**src/rtl/fcmd_pkg.sv**
```systemverilog
package fcmd_pkg;

    localparam int CMD_W  = 8;
    localparam int STAT_W = 8;

    // command bytes
    localparam logic [CMD_W-1:0] C_RD_ARRAY  = 8'hFF;
    localparam logic [CMD_W-1:0] C_RD_STATUS = 8'h70;
    localparam logic [CMD_W-1:0] C_RD_SIGN   = 8'h90;
    localparam logic [CMD_W-1:0] C_RD_QUERY  = 8'h98;
    localparam logic [CMD_W-1:0] C_CLEAR     = 8'h50;
    localparam logic [CMD_W-1:0] C_SUSPEND   = 8'hB0;
    localparam logic [CMD_W-1:0] C_CONFIRM   = 8'hD0;
    localparam logic [CMD_W-1:0] C_PROG      = 8'h40;
    localparam logic [CMD_W-1:0] C_PROG_ALT  = 8'h10;
    localparam logic [CMD_W-1:0] C_BLK_ERASE = 8'h20;
    localparam logic [CMD_W-1:0] C_BNK_ERASE = 8'h80;
    localparam logic [CMD_W-1:0] C_SETUP_60  = 8'h60;
    localparam logic [CMD_W-1:0] C_OTP_PROG  = 8'hC0;
    localparam logic [CMD_W-1:0] C_PROTECT   = 8'h01;
    localparam logic [CMD_W-1:0] C_LOCK      = 8'h2F;
    localparam logic [CMD_W-1:0] C_CFG       = 8'h03;

    // status bit positions
    localparam int SB_READY = 7;
    localparam int SB_ESUSP = 6;
    localparam int SB_EERR  = 5;
    localparam int SB_PERR  = 4;
    localparam int SB_VLOW  = 3;
    localparam int SB_PSUSP = 2;
    localparam int SB_PROT  = 1;
    localparam logic [STAT_W-1:0] STAT_RESET = 8'h80;

    typedef enum logic [3:0] {
        OP_NONE       = 4'd0,
        OP_PROG       = 4'd1,
        OP_BLK_ERASE  = 4'd2,
        OP_BANK_ERASE = 4'd3,
        OP_OTP_PROG   = 4'd4,
        OP_PROTECT    = 4'd5,
        OP_UNPROTECT  = 4'd6,
        OP_LOCK       = 4'd7,
        OP_CFG        = 4'd8
    } op_e;

    typedef enum logic [1:0] {
        RM_ARRAY  = 2'd0,
        RM_STATUS = 2'd1,
        RM_SIGN   = 2'd2,
        RM_QUERY  = 2'd3
    } rmode_e;

    typedef enum logic [2:0] {
        ST_READ,
        ST_PROG_DATA,
        ST_ERASE_CONF,
        ST_SETUP60,
        ST_OTP_DATA,
        ST_BUSY,
        ST_SUSP
    } cis_e;

    // controls consumed by the top-level registers
    typedef struct packed {
        logic   start;
        op_e    start_op;
        logic   susp;
        logic   resume;
        logic   rm_we;
        rmode_e rm;
        logic   pend_we;
        op_e    pend_op;
    } ctl_t;

    // events consumed by the status register
    typedef struct packed {
        logic clear;
        logic prot;
        logic vlow;
        logic abort;
        logic busy;
        logic done;
        logic fail;
        logic susp;
        logic resume;
    } stev_t;

    function automatic logic is_erase(op_e op);
        return (op == OP_BLK_ERASE) || (op == OP_BANK_ERASE);
    endfunction

endpackage

```
**src/rtl/fcmd_decode.sv**
```systemverilog
module fcmd_decode
    import fcmd_pkg::*;
(
    input  cis_e             state,
    input  op_e              pend_op,
    input  logic             wr_en,
    input  logic [CMD_W-1:0] cmd,
    input  logic             eng_done,
    input  logic             eng_fail,
    input  logic             blk_prot,
    input  logic             vpp_ok,
    output cis_e             next,
    output ctl_t             ctl,
    output stev_t            ev
);

    logic launch;

    always_comb begin
        next   = state;
        ctl    = '0;
        ev     = '0;
        launch = 1'b0;

        case (state)
            ST_READ: begin
                if (wr_en) begin
                    ctl.rm_we = 1'b1;
                    ctl.rm    = RM_STATUS;
                    case (cmd)
                        C_RD_ARRAY:  ctl.rm = RM_ARRAY;
                        C_RD_STATUS: ctl.rm = RM_STATUS;
                        C_RD_SIGN:   ctl.rm = RM_SIGN;
                        C_RD_QUERY:  ctl.rm = RM_QUERY;
                        C_CLEAR: begin
                            ev.clear = 1'b1;
                            ctl.rm   = RM_ARRAY;
                        end
                        C_PROG, C_PROG_ALT: begin
                            next        = ST_PROG_DATA;
                            ctl.pend_we = 1'b1;
                            ctl.pend_op = OP_PROG;
                        end
                        C_BLK_ERASE: begin
                            next        = ST_ERASE_CONF;
                            ctl.pend_we = 1'b1;
                            ctl.pend_op = OP_BLK_ERASE;
                        end
                        C_BNK_ERASE: begin
                            next        = ST_ERASE_CONF;
                            ctl.pend_we = 1'b1;
                            ctl.pend_op = OP_BANK_ERASE;
                        end
                        C_SETUP_60: next = ST_SETUP60;
                        C_OTP_PROG: begin
                            next        = ST_OTP_DATA;
                            ctl.pend_we = 1'b1;
                            ctl.pend_op = OP_OTP_PROG;
                        end
                        default: ctl.rm = RM_ARRAY;
                    endcase
                end
            end

            ST_PROG_DATA, ST_OTP_DATA: begin
                if (wr_en) launch = 1'b1;
            end

            ST_ERASE_CONF: begin
                if (wr_en) begin
                    if (cmd == C_CONFIRM) begin
                        launch = 1'b1;
                    end else begin
                        ev.abort  = 1'b1;
                        next      = ST_READ;
                        ctl.rm_we = 1'b1;
                        ctl.rm    = RM_STATUS;
                    end
                end
            end

            ST_SETUP60: begin
                if (wr_en) begin
                    next      = ST_READ;
                    ctl.rm_we = 1'b1;
                    ctl.rm    = RM_STATUS;
                    ctl.start = 1'b1;
                    case (cmd)
                        C_PROTECT: ctl.start_op = OP_PROTECT;
                        C_CONFIRM: ctl.start_op = OP_UNPROTECT;
                        C_LOCK:    ctl.start_op = OP_LOCK;
                        C_CFG:     ctl.start_op = OP_CFG;
                        default: begin
                            ctl.start = 1'b0;
                            ctl.rm    = RM_ARRAY;
                        end
                    endcase
                end
            end

            ST_BUSY: begin
                if (eng_done) begin
                    ev.done = 1'b1;
                    ev.fail = eng_fail;
                    next    = ST_READ;
                end else if (wr_en) begin
                    if (cmd == C_RD_STATUS) begin
                        ctl.rm_we = 1'b1;
                        ctl.rm    = RM_STATUS;
                    end else if (cmd == C_SUSPEND) begin
                        ctl.susp = 1'b1;
                        ev.susp  = 1'b1;
                        next     = ST_SUSP;
                    end
                end
            end

            ST_SUSP: begin
                if (wr_en) begin
                    case (cmd)
                        C_CONFIRM: begin
                            ctl.resume = 1'b1;
                            ev.resume  = 1'b1;
                            next       = ST_BUSY;
                        end
                        C_RD_ARRAY: begin
                            ctl.rm_we = 1'b1;
                            ctl.rm    = RM_ARRAY;
                        end
                        C_RD_STATUS: begin
                            ctl.rm_we = 1'b1;
                            ctl.rm    = RM_STATUS;
                        end
                        C_RD_SIGN: begin
                            ctl.rm_we = 1'b1;
                            ctl.rm    = RM_SIGN;
                        end
                        C_RD_QUERY: begin
                            ctl.rm_we = 1'b1;
                            ctl.rm    = RM_QUERY;
                        end
                        C_CLEAR: begin
                            ev.clear  = 1'b1;
                            ctl.rm_we = 1'b1;
                            ctl.rm    = RM_ARRAY;
                        end
                        default: ;
                    endcase
                end
            end

            default: next = ST_READ;
        endcase

        // start of a long operation: supply first, then protection
        if (launch) begin
            next      = ST_READ;
            ctl.rm_we = 1'b1;
            ctl.rm    = RM_STATUS;
            if (!vpp_ok) begin
                ev.vlow = 1'b1;
            end else if (blk_prot) begin
                ev.prot = 1'b1;
            end else begin
                ctl.start    = 1'b1;
                ctl.start_op = pend_op;
                ev.busy      = 1'b1;
                next         = ST_BUSY;
            end
        end
    end

endmodule

```
**src/rtl/fcmd_status.sv**
```systemverilog
module fcmd_status
    import fcmd_pkg::*;
(
    input  logic              clk,
    input  logic              rst,
    input  stev_t             ev,
    input  op_e               run_op,
    output logic [STAT_W-1:0] status
);

    logic [STAT_W-1:0] st_q;
    logic              run_erase;

    assign run_erase = is_erase(run_op);
    assign status    = st_q;

    always_ff @(posedge clk) begin
        if (rst) begin
            st_q <= STAT_RESET;
        end else begin
            if (ev.clear) begin
                st_q[SB_PROT] <= 1'b0;
                st_q[SB_VLOW] <= 1'b0;
                st_q[SB_PERR] <= 1'b0;
                st_q[SB_EERR] <= 1'b0;
            end
            if (ev.prot)  st_q[SB_PROT] <= 1'b1;
            if (ev.vlow)  st_q[SB_VLOW] <= 1'b1;
            if (ev.abort) begin
                st_q[SB_PERR] <= 1'b1;
                st_q[SB_EERR] <= 1'b1;
            end
            if (ev.busy)  st_q[SB_READY] <= 1'b0;
            if (ev.done) begin
                st_q[SB_READY] <= 1'b1;
                if (ev.fail) begin
                    if (run_erase) st_q[SB_EERR] <= 1'b1;
                    else           st_q[SB_PERR] <= 1'b1;
                end
            end
            if (ev.susp) begin
                st_q[SB_READY] <= 1'b1;
                if (run_erase) st_q[SB_ESUSP] <= 1'b1;
                else           st_q[SB_PSUSP] <= 1'b1;
            end
            if (ev.resume) begin
                st_q[SB_READY] <= 1'b0;
                st_q[SB_ESUSP] <= 1'b0;
                st_q[SB_PSUSP] <= 1'b0;
            end
            st_q[0] <= 1'b0;
        end
    end

endmodule

```
**src/rtl/fcmd_ctrl.sv**
```systemverilog
module fcmd_ctrl
    import fcmd_pkg::*;
#(
    parameter int ADDR_W = 22,
    parameter int DATA_W = 16
) (
    input  logic              clk,
    input  logic              rst,
    input  logic              wr_en,
    input  logic [ADDR_W-1:0] wr_addr,
    input  logic [DATA_W-1:0] wr_data,
    input  logic              eng_done,
    input  logic              eng_fail,
    input  logic              blk_prot,
    input  logic              vpp_ok,
    output logic              eng_start,
    output logic [3:0]        eng_op,
    output logic [ADDR_W-1:0] eng_addr,
    output logic [DATA_W-1:0] eng_wdata,
    output logic              eng_suspend,
    output logic              eng_resume,
    output logic [1:0]        rd_mode,
    output logic [7:0]        status
);

    cis_e              state_q, state_d;
    op_e               pend_q, op_q;
    rmode_e            rm_q;
    logic              start_q, susp_q, resume_q;
    logic [ADDR_W-1:0] addr_q;
    logic [DATA_W-1:0] data_q;
    ctl_t              ctl;
    stev_t             ev;

    fcmd_decode u_dec (
        .state    (state_q),
        .pend_op  (pend_q),
        .wr_en    (wr_en),
        .cmd      (wr_data[CMD_W-1:0]),
        .eng_done (eng_done),
        .eng_fail (eng_fail),
        .blk_prot (blk_prot),
        .vpp_ok   (vpp_ok),
        .next     (state_d),
        .ctl      (ctl),
        .ev       (ev)
    );

    fcmd_status u_stat (
        .clk    (clk),
        .rst    (rst),
        .ev     (ev),
        .run_op (op_q),
        .status (status)
    );

    always_ff @(posedge clk) begin
        if (rst) begin
            state_q  <= ST_READ;
            pend_q   <= OP_NONE;
            op_q     <= OP_NONE;
            rm_q     <= RM_ARRAY;
            start_q  <= 1'b0;
            susp_q   <= 1'b0;
            resume_q <= 1'b0;
            addr_q   <= '0;
            data_q   <= '0;
        end else begin
            state_q  <= state_d;
            start_q  <= ctl.start;
            susp_q   <= ctl.susp;
            resume_q <= ctl.resume;
            if (ctl.pend_we) pend_q <= ctl.pend_op;
            if (ctl.rm_we)   rm_q   <= ctl.rm;
            if (ctl.start) begin
                op_q   <= ctl.start_op;
                addr_q <= wr_addr;
                data_q <= wr_data;
            end
        end
    end

    assign eng_start   = start_q;
    assign eng_op      = op_q;
    assign eng_addr    = addr_q;
    assign eng_wdata   = data_q;
    assign eng_suspend = susp_q;
    assign eng_resume  = resume_q;
    assign rd_mode     = rm_q;

endmodule

```
**config.mk**
```make
export PLATFORM = sky130hd
export DESIGN_NAME = fcmd_ctrl
export DESIGN_NICKNAME = d
export VERILOG_FILES = /design/src/rtl/fcmd_pkg.sv /design/src/rtl/fcmd_decode.sv /design/src/rtl/fcmd_status.sv /design/src/rtl/fcmd_ctrl.sv
export SDC_FILE = /design/constraint.sdc
export NUM_CORES = 1
export LEC_CHECK = 0
export BUFFER_PORTS_ARGS = -buffer_cell sky130_fd_sc_hd__buf_2
export CORE_AREA = 2 2 78 80
export CTS_CLUSTER_SIZE = 16
export DETAILED_ROUTE_END_ITERATION = 7
export DIE_AREA = 0 0 80 82
export PLACE_DENSITY = 0.83
export SLEW_MARGIN = 20
export SYNTH_ARGS = -nofsm -noshare
export SYNTH_HDL_FRONTEND = slang
export SYNTH_SLANG_ARGS = --single-unit
```
**constraint.sdc**
```tcl
create_clock -name clk -period 3.4 [get_ports clk]
set_input_delay 0.68 -clock clk [delete_from_list [all_inputs] [get_ports clk]]
set_output_delay 0.68 -clock clk [all_outputs]
set_load 0.005 [all_outputs]
```
==> impl_summary.md, run 1 <==
Final layout
The total inserted antenna cells is 0. In the final layout, the share of cells above drive strength 1 is 28.2%. From synthesis to final layout, the design area changed by 20.9%. After the last flow step, the layout net total stands at 498.

The filler cells instantiated in the layout total 508.

Floorplanning
In this run the count of I/O pins placed on the die edge is 100. For this configuration, the core starts out at a cell density of 52.6%. The die width is 80 um.

The total die area is 6560 sq um. The total area inside the core boundary comes to between 5000 and 6000 sq um. The die is approximately 80 um tall.

In this run the core area contains 28 standard-cell rows.

Logic synthesis
The Yosys warning count is 0. The fraction of synthesis flops using an asynchronous set or reset pin is 0%. The number of distinct library cells after synthesis is 62. The net count after synthesis is approximately 420. The synthesized instance count is roughly 380. The share of synthesized area in the top cell type comes to 39.7%. The average size of a mapped cell is between 8 and 9 sq um. Summing every instance area after synthesis gives 3020 sq um. After synthesis the netlist holds a flip-flop and latch count of 60. Ranked by total cell area, the synthesized netlist is headed by dfxtp_1 40%, a21oi_1 8.9%, nand3_1 7.3%.

The most common flop cell mapped by yosys is dfxtp_1. The sequential area share after synthesis is 39.7%. Summed over all instances, the cell type with the most area after synthesis is dfxtp_1. The synthesized design contains 0 enable-type register cells.

Routing
The total via count in the routed design is roughly 3,100. The number of iterations in the first detailed-routing pass is 5. Once detail routing completed, the nets flagged for antenna violations numbered 0. The average wire per standard cell is 15.5 um. In this run, the number of DRC markers left after iteration 0 of detailed routing was 240. The aggregate routed wire length is around 8300 um. After detailed routing, the number of remaining DRC violations is 0. The via density per instance is 5.90.

STA
The tightest hold margin is about 460 ps. The highest clock rate is around 420 MHz. Setup repair after global routing left no endpoint under its margin.

The final-layout setup total negative slack is 0 ps. The worst path uses 70.8% of the clock period. The final count of pins violating max slew came to 0. At the pin with the least slew margin, the transition time is 1050 ps. The post-route clock skew is 9.77 ps. The worst pin sits at a relative slew slack of 29.8%. The routed design could run at a clock period as short as 2410 ps.

The final number of hold-violating endpoints came to 0. The final count of negative-setup-slack endpoints is 0.

Power and ir drop
Power spread over the standard cell area amounts to about 400 nW/um^2. VDD sags by at most 0.000255 V. The analysis attributes to cell leakage a power of 1.52 nW.

The total design power is 1.48 mW.

Global route
The number of antenna violations at the first check in global routing is 0. The global-route wire length before repair is 12,900 um. The number of global-route vias before repair is approximately 2,700.

Global routing consumed, over all layers together, 25.2% of the routing resources. After global routing the overflow that remains totals 0. The largest net degree at the start of global routing is 61.

Clock tree
Clock-pin slew was measured on the worst setup and hold paths at ~70 ps. In this run, CTS created clock tree buffers numbering 9. The root cell of the clock tree is clkbuf_8. TritonCTS built the clock tree. The number of sinks on the clock net is 60.

The maximum buffer depth of the clock tree is 2. The later pin in the worst-skew pair is clocked with a latency of 350 ps. Gates resized during post-CTS repair numbered 0. After clock tree synthesis, the flow added hold-fix buffers numbering 0. The clock tree synthesis step divided the H-tree into 3 levels.

The post-CTS setup repair buffer count is 0.

Setup path
The peak fanout along the critical path is 21. The critical setup path kind is input port to flop. The worst setup path is launched from an input port. The data arrival at the endpoint of the critical path is 2670 ps. The endpoint required time on the critical path is 3670 ps.

The critical path capture point type is a flop.

Placed design
The HPWL after detailed placement is 5750 um. In this run the tool buffered the top-level ports with 98 buffer cells. The congestion estimate from routability-driven global placement came to 1.01.

Flow run
The reported max-cap violation count is 0.

Outcome
The flow ran to the end, and the final reports show no timing, DRC or antenna violations.

Hold path
The path category of the worst min-delay check is flop to flop.
==> metal layers <==
metal / track usage (%) / wire length [um]
met1: 33.4 / 3570
met3: 4.95 / 613
met2: 38.8 / 3920
met4: 13.6 / 167
met5: 0 / 0
==> cell type report <==
cell class | instances | area, sq um | share of cell area (%)
Inverter | 2 | 7.51 | 0.205
Tap cell | 75 | 93.8 | 2.57
Multi-Input combinational cell | 275 | 1610 | 44.0
Timing Repair Buffer | 105 | 543 | 14.9
Sequential cell | 60 | 1200 | 32.9
Clock buffer | 11 | 151 | 4.14
Clock inverter | 4 | 48.8 | 1.34
==> synth_stat cells, drive strengths merged, types with 5 or more instances <==
cell type and number:
dfxtp 60, a21oi 54, nand3 45, o21ai 44, buf 21, clkbuf 18
nand2 18, nor3 13, nor2 12, nand4 7, and2 6, a211oi 5
nor2b 5, nor4 5
==> logic make-up (layout without fill, tap and decap cells) <==
family | after synthesis | in the layout | synth area share (%)
xor gates and xnor gates | 2 | 2 | 0.580
buffers and inverters | 41 | 122 | 7.16
AOI/OAI and AO/OA | 132 | 132 | 25.5
muxes | 2 | 2 | 0.662
DFF | 60 | 60 | 39.7
and+or+nand+nor | 138 | 138 | 26.2
other | 1 | 1 | 0.124
==> registers in the layout (all words and copies together), names as in the netlist <==
signal         count
eng_addr          22
eng_wdata         16
u_stat.status      7
eng_op             4
pend_q             3
state_q            3
rd_mode            2
eng_resume         1
eng_start          1
eng_suspend        1
==> layout by cell type, fill, tap and decap left out, drive strengths merged, types with 7 or more instances in the layout <==
cell,n
clkbuf,11
nand4,7
a21oi,54
nor3,13
buf,105
nand3,45
o21ai,44
nor2,12
dfxtp,60
nand2,18
==> worst max-delay path: stages <==
cell and delay (ps):
buf_2 210, nor4b_1 640, o21a_1 260, o21a_2 360
buf_4 270, o21ai_1 80, a21oi_1 170
==> stage by stage <==
stage	instances	setup WS (ps)	utilization, %	instance area, sq um
final	532	994	63.6	3650
after global placement	517	675	60.1	3450
after global routing	532	816	63.6	3650
after detailed placement	517	674	60.1	3450
after CTS	532	1030	63.6	3650
after floorplan	376	1180	-	3020
==> power by group <==
group          switching (mW)  internal [mW]  total, mW
clock network           0.285          0.373      0.658
registers             0.00342          0.707      0.710
logic                  0.0638         0.0438      0.108
total                   0.353           1.12       1.48
==> final timing paths <==
check	start	end	slack, ps	depth (start not counted)
worst max-delay path	wr_data[4]	eng_addr[9]	990	7
worst min-delay path	eng_wdata[0]	eng_wdata[0]	460	2
worst max register to register	state_q[1]	eng_addr[15]	1290	6
worst min register to register	eng_wdata[0]	eng_wdata[0]	460	2
Power figures use the tool's default switching activity.
==> run 2, diff against run 1 <==
- ABC_AREA: not set -> 1
- CORE_AREA: 2 2 78 80 -> 2 2 79 81
- DIE_AREA: 0 0 80 82 -> 0 0 81 83
- PLACE_DENSITY: 0.83 -> 0.77
- clock period: 3.4 -> 2.4 ns (I/O delays scaled with it)
==> impl_summary.md, run 2 <==
Outcome
Result of the run: finished clean (unchanged).

STA
The max-slew headroom at the worst pin is 51.1% (was 29.8%). The post-route clock skew is 6.02 ps (was 9.77 ps). Of the available clock period, the critical path in the final layout requires 77.9%. The final number of hold-violating endpoints is 0 (unchanged). The final count of pins violating max slew is 0 (unchanged). The worst path in the final design needs a cycle of between 1500 and 2000 ps, including I/O delays and setup. The highest clock rate is 535 MHz. Unrepaired setup endpoints after global routing: false (unchanged). The final count of negative-setup-slack endpoints was 0 (unchanged). The transition time at the pin with the least slew margin is 732 ps (was 1050 ps). The final-layout setup total negative slack is 0 ps (unchanged).

Clock tree
The maximum level of the CTS H-tree is 3 (unchanged). The number of instances resized during post-cts repair was 0 (unchanged). The clock transition at the registers of the reported paths is 70 ps (about the same). The number of sinks on the clock net is 60 (unchanged). The post-cts hold buffer count is 0 (unchanged). The clock buffer count from CTS came to 9 (unchanged). The TritonCTS clock tree is yes (unchanged). The maximum buffer depth of the clock tree came to 2 (unchanged). The post-CTS setup repair buffer count is 0 (unchanged).

The root cell of the clock tree is clkbuf_8 (unchanged). The clock insertion delay at the later pin of the skew report was 330 ps (was 350 ps).

Setup path
The peak fanout along the critical path is 38 (was 21). The endpoint required time on the critical path is 2670 ps (was 3670 ps). The critical setup path kind is flop to flop (was input port to flop). The critical path capture point type is a flop (unchanged). The endpoint of the lowest-slack register-to-register path is eng_wdata[14] (was eng_addr[15]).

The critical register-to-register path startpoint was state_q[0] (was state_q[1]). The data arrival at the endpoint of the critical path is 2140 ps (was 2670 ps). The type of origin of the critical path is a flop (was input port). The start point of the critical path is state_q[0] (was wr_data[4]). The logic depth of the worst register-to-register path is 9 (was 6). The worst reg-to-reg setup slack is 530 ps (was 1290 ps). The worst setup path endpoint was eng_wdata[14] (was eng_addr[9]).

Power and ir drop
The areal power density over the cells came to 860 nW/um^2 (was 404 nW/um^2). The static leakage is 1.87 nW (was 1.52 nW). The total design power is 3.02 mW (was 1.48 mW). The peak supply drop is 0.000529 V (was 0.000255 V).

Logic synthesis
The post-synth design cell area was 2770 sq um (was 3020 sq um). Ranking of synthesized cells by area: dfxtp_1 43%, nor2_1 14%, nand2_1 10% (was dfxtp_1 40%, a21oi_1 8.9%, nand3_1 7.3%). The number of synthesized flops with an enable pin is 0 (unchanged). The area fraction of the dominant cell type after synthesis was 43.3% (was 39.7%). The largest area contributor in the netlist is dfxtp_1 (unchanged).

The most common flop cell mapped by yosys is dfxtp_1 (unchanged). The net count after synthesis is 457 (was 421). The average size of a mapped cell is 6.73 sq um (was 8.04 sq um). The flip-flop and latch count after synthesis is 60 (unchanged). The synthesized instance count is 412 (was 376).

The most common cell in the netlist is nor2_1 (was dfxtp_1). The number of distinct library cells after synthesis is 27 (was 62). The fraction of synthesis flops using an asynchronous set or reset pin is 0% (unchanged). The sequential area share after synthesis is 43.3% (was 39.7%). Commonest cells in the synthesized netlist: 107 x nor2_1, 74 x nand2_1, 60 x dfxtp_1, 33 x inv_1, 24 x o21ai_0 (was 60 x dfxtp_1, 54 x a21oi_1, 44 x nand3_1, 38 x o21ai_1, 18 x nand2_1). The Yosys warning count is 0 (unchanged).

Global route
The global-route wire length before repair is 11,800 um (was 12,900 um). The global route total overflow came to 0 (unchanged). The largest net degree at the start of global routing came to 45 (was 61). The number of global-route vias before repair is 2,772 (was 2,747).

The overall track demand over capacity in global routing is 21.8% (was 25.2%). The number of antenna violations at the first check in global routing is 0 (unchanged).

Routing
The via density per instance was 4.91 (was 5.90). The number of routed nets with antenna violations is 0 (unchanged). The total via count in the routed design is 2,881 (was 3,141). The average wire per standard cell came to 11.8 um (was 15.5 um). The remaining design rule violation count is 0 (unchanged).

The aggregate routed wire length was 6920 um (was 8270 um). The number of iterations in the first detailed-routing pass is 4 (was 5). The number of violations reported at the end of detailed-routing iteration 0 was 108 (was 240).

Final layout
The commonest non-fill, non-tap cell in the layout is nor2_1 (was buf_2). The synthesis-to-layout area growth is 26.7% (was 20.9%). The share of cells above drive strength 1 is 27.0% (was 28.2%). The number of fill cells in the layout is 589 (was 508).

The multi-input gate area in the final layout is 1320 sq um (was 1610 sq um). The register cell area after layout is 1200 sq um (unchanged). The total inserted antenna cells is 0 (unchanged). The net count reported at finish is 552 (was 498). Most frequent cells in the layout: 107 x nor2_1, 98 x buf_2, 74 x nand2_1 (was 98 x buf_2, 60 x dfxtp_1, 54 x a21oi_1). The flip-flop count of the largest register, all copies and words added is 22 (unchanged).

Placed design
The number of port buffers is 98 (unchanged). The final estimated routing congestion in global placement came to 0.886 (was 1.01). The placed wire-length estimate after detailed placement is 5020 um (was 5750 um).

Flow run
The reported max-cap violation count is 0 (unchanged).

Floorplanning
The initial core utilization is 47.7% (was 52.6%). The total die area is 6720 sq um (was 6560 sq um). The area of the core region is 5820 sq um (was 5750 sq um). The die width is 81 um (was 80 um). The overall die height is 83 um (was 82 um). The number of cell rows was 28 (unchanged). The I/O pin count is 100 (unchanged).

Hold path
The path category of the worst min-delay check was input port to flop (was flop to flop).
run 2: how the worst min path moves through the flow:
stage                          start                to  depth (start not counted)
global route              wr_addr[5]       eng_addr[5]                          3
finish                    wr_addr[5]       eng_addr[5]                          3
CTS                       wr_addr[8]       eng_addr[8]                          3
global placement    u_stat.status[2]  u_stat.status[2]                          2
detailed placement  u_stat.status[6]  u_stat.status[6]                          2
floorplan                  pend_q[2]         pend_q[2]                          2
run 2: cells by family (layout without fill, tap and decap cells):
logic type	after synthesis	count (layout)	share of synthesized area [%]
AO/OA/AOI/OAI	71	71	13.3
buffers and inverters	54	154	9.16
flip-flops	60	60	43.3
other	1	1	0.135
AND/OR/NAND/NOR	226	226	34.1
run 2: through the flow:
stage               utilization, %  instance area [sq um]  instances  hold WS, ps  worst slack [ps]
floorplan                        -                   2770        412          430               647
global placement              56.1                   3260        571          434               263
detailed placement            56.1                   3260        571          436               219
CTS                           60.4                   3510        587          348               522
global route                  60.4                   3510        587          358               302
finish                        60.4                   3510        587          363               531
run 2: final cells by class:
type / count / area share, %
Clock buffer: 9 / 3.53
Clock inverter: 7 / 3.53
Tap cell: 75 / 2.67
Inverter: 37 / 3.96
Sequential cell: 60 / 34.2
Multi-Input combinational cell: 298 / 37.5
Timing Repair Buffer: 101 / 14.6
run 2: power by group:
| part | leakage [nW] | switching (mW) | internal [mW] |
|---|---|---|---|
| Sequential | 0.485 | 0.0784 | 1.12 |
| Combinational | 1.26 | 0.437 | 0.269 |
| Clock | 0.120 | 0.421 | 0.696 |
| Total | 1.87 | 0.937 | 2.08 |
run 2: worst max-delay path, cell delays in order, from the launching register on:
cell	delay [ps]
dfxtp_1	410
nand2_1	100
nor2_2	240
inv_2	90
o21ai_1	200
nor2_1	80
nand2_2	90
buf_4	340
o21ai_0	140
nor2_1	120
run 2: metal layers:
layer  GRT usage [%]  share of wire (%)  vias to the layer above
met4            9.24                1.6                        0
met2            35.4                 45                       83
met1            26.2                 46                     1289
met3            7.07                7.2                       12
met5               0                  0                        -
li1                -                  -                     1497
